$ cat src/rtl/arb6_pkg.sv
package arb6_pkg;
    localparam int NREQ = 6;
    localparam int IDXW = $clog2(NREQ);
    localparam int SELW = 2;
    localparam int NMID = NREQ - 2;

    typedef struct packed {
        logic [SELW-1:0] sel;
        logic            rot;
    } arb_state_t;
endpackage

$ cat src/rtl/arb6_order.sv
module arb6_order
    import arb6_pkg::*;
(
    input  logic [SELW-1:0]      sel,
    output logic [NREQ*IDXW-1:0] order_flat
);
    assign order_flat[IDXW-1:0] = IDXW'(0);
    assign order_flat[(NREQ-1)*IDXW +: IDXW] = IDXW'(NREQ - 1);

    for (genvar k = 1; k <= NMID; k++) begin : g_mid
        logic [SELW-1:0] slot;
        assign slot = sel + SELW'(k - 1);
        assign order_flat[k*IDXW +: IDXW] = IDXW'(slot) + IDXW'(1);
    end
endmodule

$ cat src/rtl/arb6_pick.sv
module arb6_pick
    import arb6_pkg::*;
(
    input  logic [NREQ-1:0]      req,
    input  logic [NREQ*IDXW-1:0] order_flat,
    output logic [NREQ-1:0]      grant,
    output logic [IDXW-1:0]      idx,
    output logic                 any
);
    always_comb begin
        idx = '0;
        for (int r = NREQ - 1; r >= 0; r--) begin
            if (req[order_flat[r*IDXW +: IDXW]]) begin
                idx = order_flat[r*IDXW +: IDXW];
            end
        end
        any   = |req;
        grant = any ? (NREQ'(1) << idx) : '0;
    end
endmodule

$ cat src/rtl/arb6_rotate.sv
module arb6_rotate
    import arb6_pkg::*;
(
    input  logic [IDXW-1:0] idx,
    output logic [SELW-1:0] sel_next,
    output logic            moves
);
    always_comb begin
        moves    = (idx >= IDXW'(1)) && (idx <= IDXW'(NMID));
        sel_next = idx[SELW-1:0];
    end
endmodule

$ cat src/rtl/rot_prio_arb6.sv
module rot_prio_arb6
    import arb6_pkg::*;
#(
    parameter bit SIX_WIDE = 1'b1
) (
    input  logic            clk,
    input  logic            rst_n,
    input  logic [5:0]      req,
    input  logic            cfg_we,
    input  logic [1:0]      cfg_sel,
    input  logic            cfg_rot,
    input  logic            svc,
    output logic [5:0]      grant,
    output logic [2:0]      grant_idx,
    output logic            any_req,
    output logic [1:0]      sel_o
);
    localparam logic [NREQ-1:0] EDGE_BITS = NREQ'(1) | (NREQ'(1) << (NREQ - 1));
    localparam logic [NREQ-1:0] REQ_MASK  = SIX_WIDE ? '1 : ~EDGE_BITS;

    arb_state_t st_d, st_q;

    logic [NREQ-1:0]      req_eff;
    logic [NREQ*IDXW-1:0] order_flat;
    logic [SELW-1:0]      sel_next;
    logic                 moves;
    logic                 rot_live;

    assign req_eff = req & REQ_MASK;

    arb6_order u_order (
        .sel        (st_q.sel),
        .order_flat (order_flat)
    );

    arb6_pick u_pick (
        .req        (req_eff),
        .order_flat (order_flat),
        .grant      (grant),
        .idx        (grant_idx),
        .any        (any_req)
    );

    arb6_rotate u_rot (
        .idx      (grant_idx),
        .sel_next (sel_next),
        .moves    (moves)
    );

    always_comb begin
        st_d = st_q;
        if (cfg_we) begin
            st_d.sel = cfg_sel;
            st_d.rot = cfg_rot;
        end else if (svc && any_req && st_q.rot && moves) begin
            st_d.sel = sel_next;
        end
    end

    always_ff @(posedge clk) begin
        if (!rst_n) begin
            st_q <= '{sel: '0, rot: 1'b0};
        end else begin
            st_q <= st_d;
        end
    end

    assign sel_o    = st_q.sel;
    assign rot_live = st_q.rot;
endmodule

$ cat config.mk
export PLATFORM = sky130hd
export DESIGN_NAME = rot_prio_arb6
export DESIGN_NICKNAME = d
export VERILOG_FILES = /design/src/rtl/arb6_pkg.sv /design/src/rtl/arb6_order.sv /design/src/rtl/arb6_pick.sv /design/src/rtl/arb6_rotate.sv /design/src/rtl/rot_prio_arb6.sv
export SDC_FILE = /design/constraint.sdc
export NUM_CORES = 1
export LEC_CHECK = 0
export BUFFER_PORTS_ARGS = -buffer_cell sky130_fd_sc_hd__clkbuf_2
export CAP_MARGIN = 20
export CORE_MARGIN = 2
export CORE_UTILIZATION = 45
export CTS_CLUSTER_SIZE = 20
export DETAILED_ROUTE_END_ITERATION = 6
export MAX_ROUTING_LAYER = met4
export PLACE_DENSITY = 0.75
export SYNTH_ARGS = -nofsm -noshare
export SYNTH_HDL_FRONTEND = slang
export SYNTH_SLANG_ARGS = --single-unit
$ cat constraint.sdc
create_clock -name clk -period 2.95 [get_ports clk]
set_input_delay 0.1475 -clock clk [delete_from_list [all_inputs] [get_ports clk]]
set_output_delay 0.1475 -clock clk [all_outputs]
set_load 0.005 [all_outputs]
==> out/metrics.cfg <==
[floorplanning]
io_pins=25
die_y_extent_um=46.05
rows=15
horiz_die_dim_um=46.05
core_region_area_um2=1689
effective_utilization_at_floorplan_pct=47.11
fp.dieArea_um2=2121

[placement]
place.gp.congestion=0.9106
io_buffer_count=24
post_place_setup_slack_ps=211.2
hpwlAfterDp_mm=1.542
placed_cell_area_um2=913.4

[worst_hold_path]
hold_end=sel_o[1]
hold_path_depth=2
min-delay-start=rst_n
type_of_the_tightest_min_delay_check=input port to flop

[setup_path]
critPathKind=flop to output pin
rr_worst_depth=10
largest_fanout_on_the_critical_path=15
worst_setup_path_start_kind=flop
critical_path.reg2reg.endpoint=sel_o[0]
worst_ep_required_time_ps=2800
r2r_setup_slack_ps=320
cp_endpoint_kind=output pin
arrival_time_reported_for_the_critical_path_endpoint_ps=2650
critical_path.reg2reg.startpoint=sel_o[0]

[clock_network]
max-clock-path-buffers=2
htreeDepth=1
ctsRootBufferMaster=sky130_fd_sc_hd__clkbuf_4
clock_latency_ps=240
cts_num_sinks=3
cts_hold_repair.buffers=0
clk_pin_slew_ps=40
tritoncts.num_buffers=3
clock_tree_from_tritoncts=built

[yosys]
synth.ff_latch_count=3
synth-async-reset-ratio_pct=0
synth_warnings=0
synth_top_area_cell=sky130_fd_sc_hd__dfxtp_1
ys.flop_type=sky130_fd_sc_hd__dfxtp_1
synth.cell_area_um2=795.8
synth_fp_nets=117
netlist_top_cells_area=sky130_fd_sc_hd__dfxtp_1 (7.5%), sky130_fd_sc_hd__ha_1 (6.3%), sky130_fd_sc_hd__mux4_2 (5.7%)
synthesis.instances=100
sequential_fraction_of_the_synthesis_area_pct=7.547
synth.cells.most_frequent=sky130_fd_sc_hd__inv_1 (9), sky130_fd_sc_hd__nor2_1 (9), sky130_fd_sc_hd__nand3_1 (6), sky130_fd_sc_hd__o21ai_0 (6), sky130_fd_sc_hd__nor2b_1 (5)
synthDominantCellAreaShare_pct=7.547
post_synthesis_mean_instance_area_um2=7.958
synth-edff-count=0
synth.distinct_cells=45

[cells_and_area]
post-route-util_pct=59.33
fillcell_total=158
nets=146
multi_input_area_um2=689.4
number_of_antenna_diodes=0
finalInstanceArea_um2=1002
layout-drive-gt1-share_pct=43.75
area.sequential_um2=62.56
synthToLayoutAreaGrowth_pct=25.94

[sta]
fin_ws_ps=148.3
period_share_pct=94.97
final_hold_viol_count=0
timing_worst_slew_pin_value_ps=479.3
fmax_ghz=0.3569
slew_violations=0
setup_violations=0
min_period_ps=2802
worst_clock_skew_ps=5.921
timing.max_slew.rel_slack_pct=67.64

[global_routing]
grt_remaining_overflow=0
first_global_vias=731
grt_usage_pct=21.62
initial_antenna_violation_count=0
wire_length_of_the_first_global_routing_pass_mm=3.291
maximum_number_of_pins_on_one_net_before_global_route_repair=25

[detailed_routing]
detailed_route_iter0_violations=21
detailed_route_via_count=859
routed_wirelength_mm=2.171
post_drt_wl_per_cell_um=14.97
avgViaCountPerCell=5.924
antenna_violating_nets_post_route=0
dr.pass1.iters=4
route.detailed.drc=0

[power]
cellPowerDensity_nw_per_um2=329.5
leakagePower_nw=0.4580
irDropWorstVdd_mv=0.2606

[flow_run]
cap_violations=0

[run_status]
status=completed

[placed cells by master (no fill, tap or decap), types with 3 or more instances in the layout]
master	instances
sky130_fd_sc_hd__mux2i_1	3
sky130_fd_sc_hd__clkbuf_2	24
sky130_fd_sc_hd__clkbuf_4	3
sky130_fd_sc_hd__nand2_1	4
sky130_fd_sc_hd__o21ai_0	6
sky130_fd_sc_hd__buf_4	5
sky130_fd_sc_hd__nand3_1	6
sky130_fd_sc_hd__and2_1	3
sky130_fd_sc_hd__nor2b_1	4
sky130_fd_sc_hd__nand3b_1	3
sky130_fd_sc_hd__inv_1	8
sky130_fd_sc_hd__nor2_1	9
sky130_fd_sc_hd__ha_1	4
[worst max-delay path, stage by stage (launching register included)]
cell and delay (ps):
sky130_fd_sc_hd__dfxtp_2 310, sky130_fd_sc_hd__inv_1 70, sky130_fd_sc_hd__ha_1 350, sky130_fd_sc_hd__buf_4 210
sky130_fd_sc_hd__and4b_1 210, sky130_fd_sc_hd__a41oi_4 230, sky130_fd_sc_hd__a31oi_2 130, sky130_fd_sc_hd__o211ai_2 300
sky130_fd_sc_hd__inv_2 90, sky130_fd_sc_hd__or2_2 310, sky130_fd_sc_hd__nor2_1 90, sky130_fd_sc_hd__clkbuf_2 110
[per-stage QoR]
step / cells / setup TNS [ps] / hold slack [ps] / power (mW)
global route: 145 / -102.4 / 200.4 / 0.3560
floorplan: 100 / 0 / 273.3 / 0.1880
global placement: 138 / 0 / 418.4 / 0.2310
finish: 145 / 0 / 179.8 / 0.3302
CTS: 142 / 0 / 172.7 / 0.3140
detailed placement: 138 / 0 / 415.5 / 0.2346
[sequential cells by signal, indices dropped and copies added (netlist names)]
register	cells
sel_o	2
rot_live	1
[metal layers]
| metal | routed length, um | global-route usage (%) | vias up |
|---|---|---|---|
| met3 | 61 | 1.961 | 2 |
| met1 | 979 | 31.04 | 393 |
| li1 | - | - | 439 |
| met5 | 0 | - | - |
| met2 | 1122 | 32.22 | 25 |
| met4 | 8 | 5.714 | 0 |
[cells by family (layout without fill, tap and decap cells)]
| family | Yosys count | count (layout) | synth area share [%] |
|---|---|---|---|
| buffers and inverters | 15 | 43 | 10.69 |
| AOI/OAI and AO/OA | 30 | 30 | 31.45 |
| muxes | 7 | 7 | 14.15 |
| adders and majority gates | 4 | 4 | 6.290 |
| DFF | 3 | 3 | 7.547 |
| and+or+nand+nor | 41 | 41 | 29.88 |
[report_power, final]
group	internal (mW)	leakage (nW)	switching, mW
sequential	0.0440	0.0255	0.00188
combinational	0.0959	0.418	0.114
clock	0.0508	0.0150	0.0237
[worst max path at each step]
stage,start,to,cells after the start,slack [ps]
final,sel_o[0],grant[0],11,150
after global routing,sel_o[1],grant[0],11,-60
after CTS,sel_o[1],grant[1],11,20
after detailed placement,sel_o[1],grant[1],10,210
after global placement,sel_o[1],grant[1],11,300
after floorplan,sel_o[0],sel_o[1],14,20
[final cells by class]
type,instances,area share [%]
Inverter,10,4.494
Timing Repair Buffer,29,15.73
Tap cell,17,2.122
Multi-Input combinational cell,82,68.79
Clock buffer,4,2.622
Sequential cell,3,6.242
[repair_timing]
| action | 4_1_cts | 5_1_grt |
|---|---|---|
| endpoints found under the setup margin | 2 | 7 |
| setup buffers | 0 | 3 |
| pin swaps | 0 | 2 |
| resized for setup | 1 | 8 |
| cloned | 0 | 0 |
| endpoints found under the hold margin | 0 | 0 |
Power figures use the tool's default switching activity.
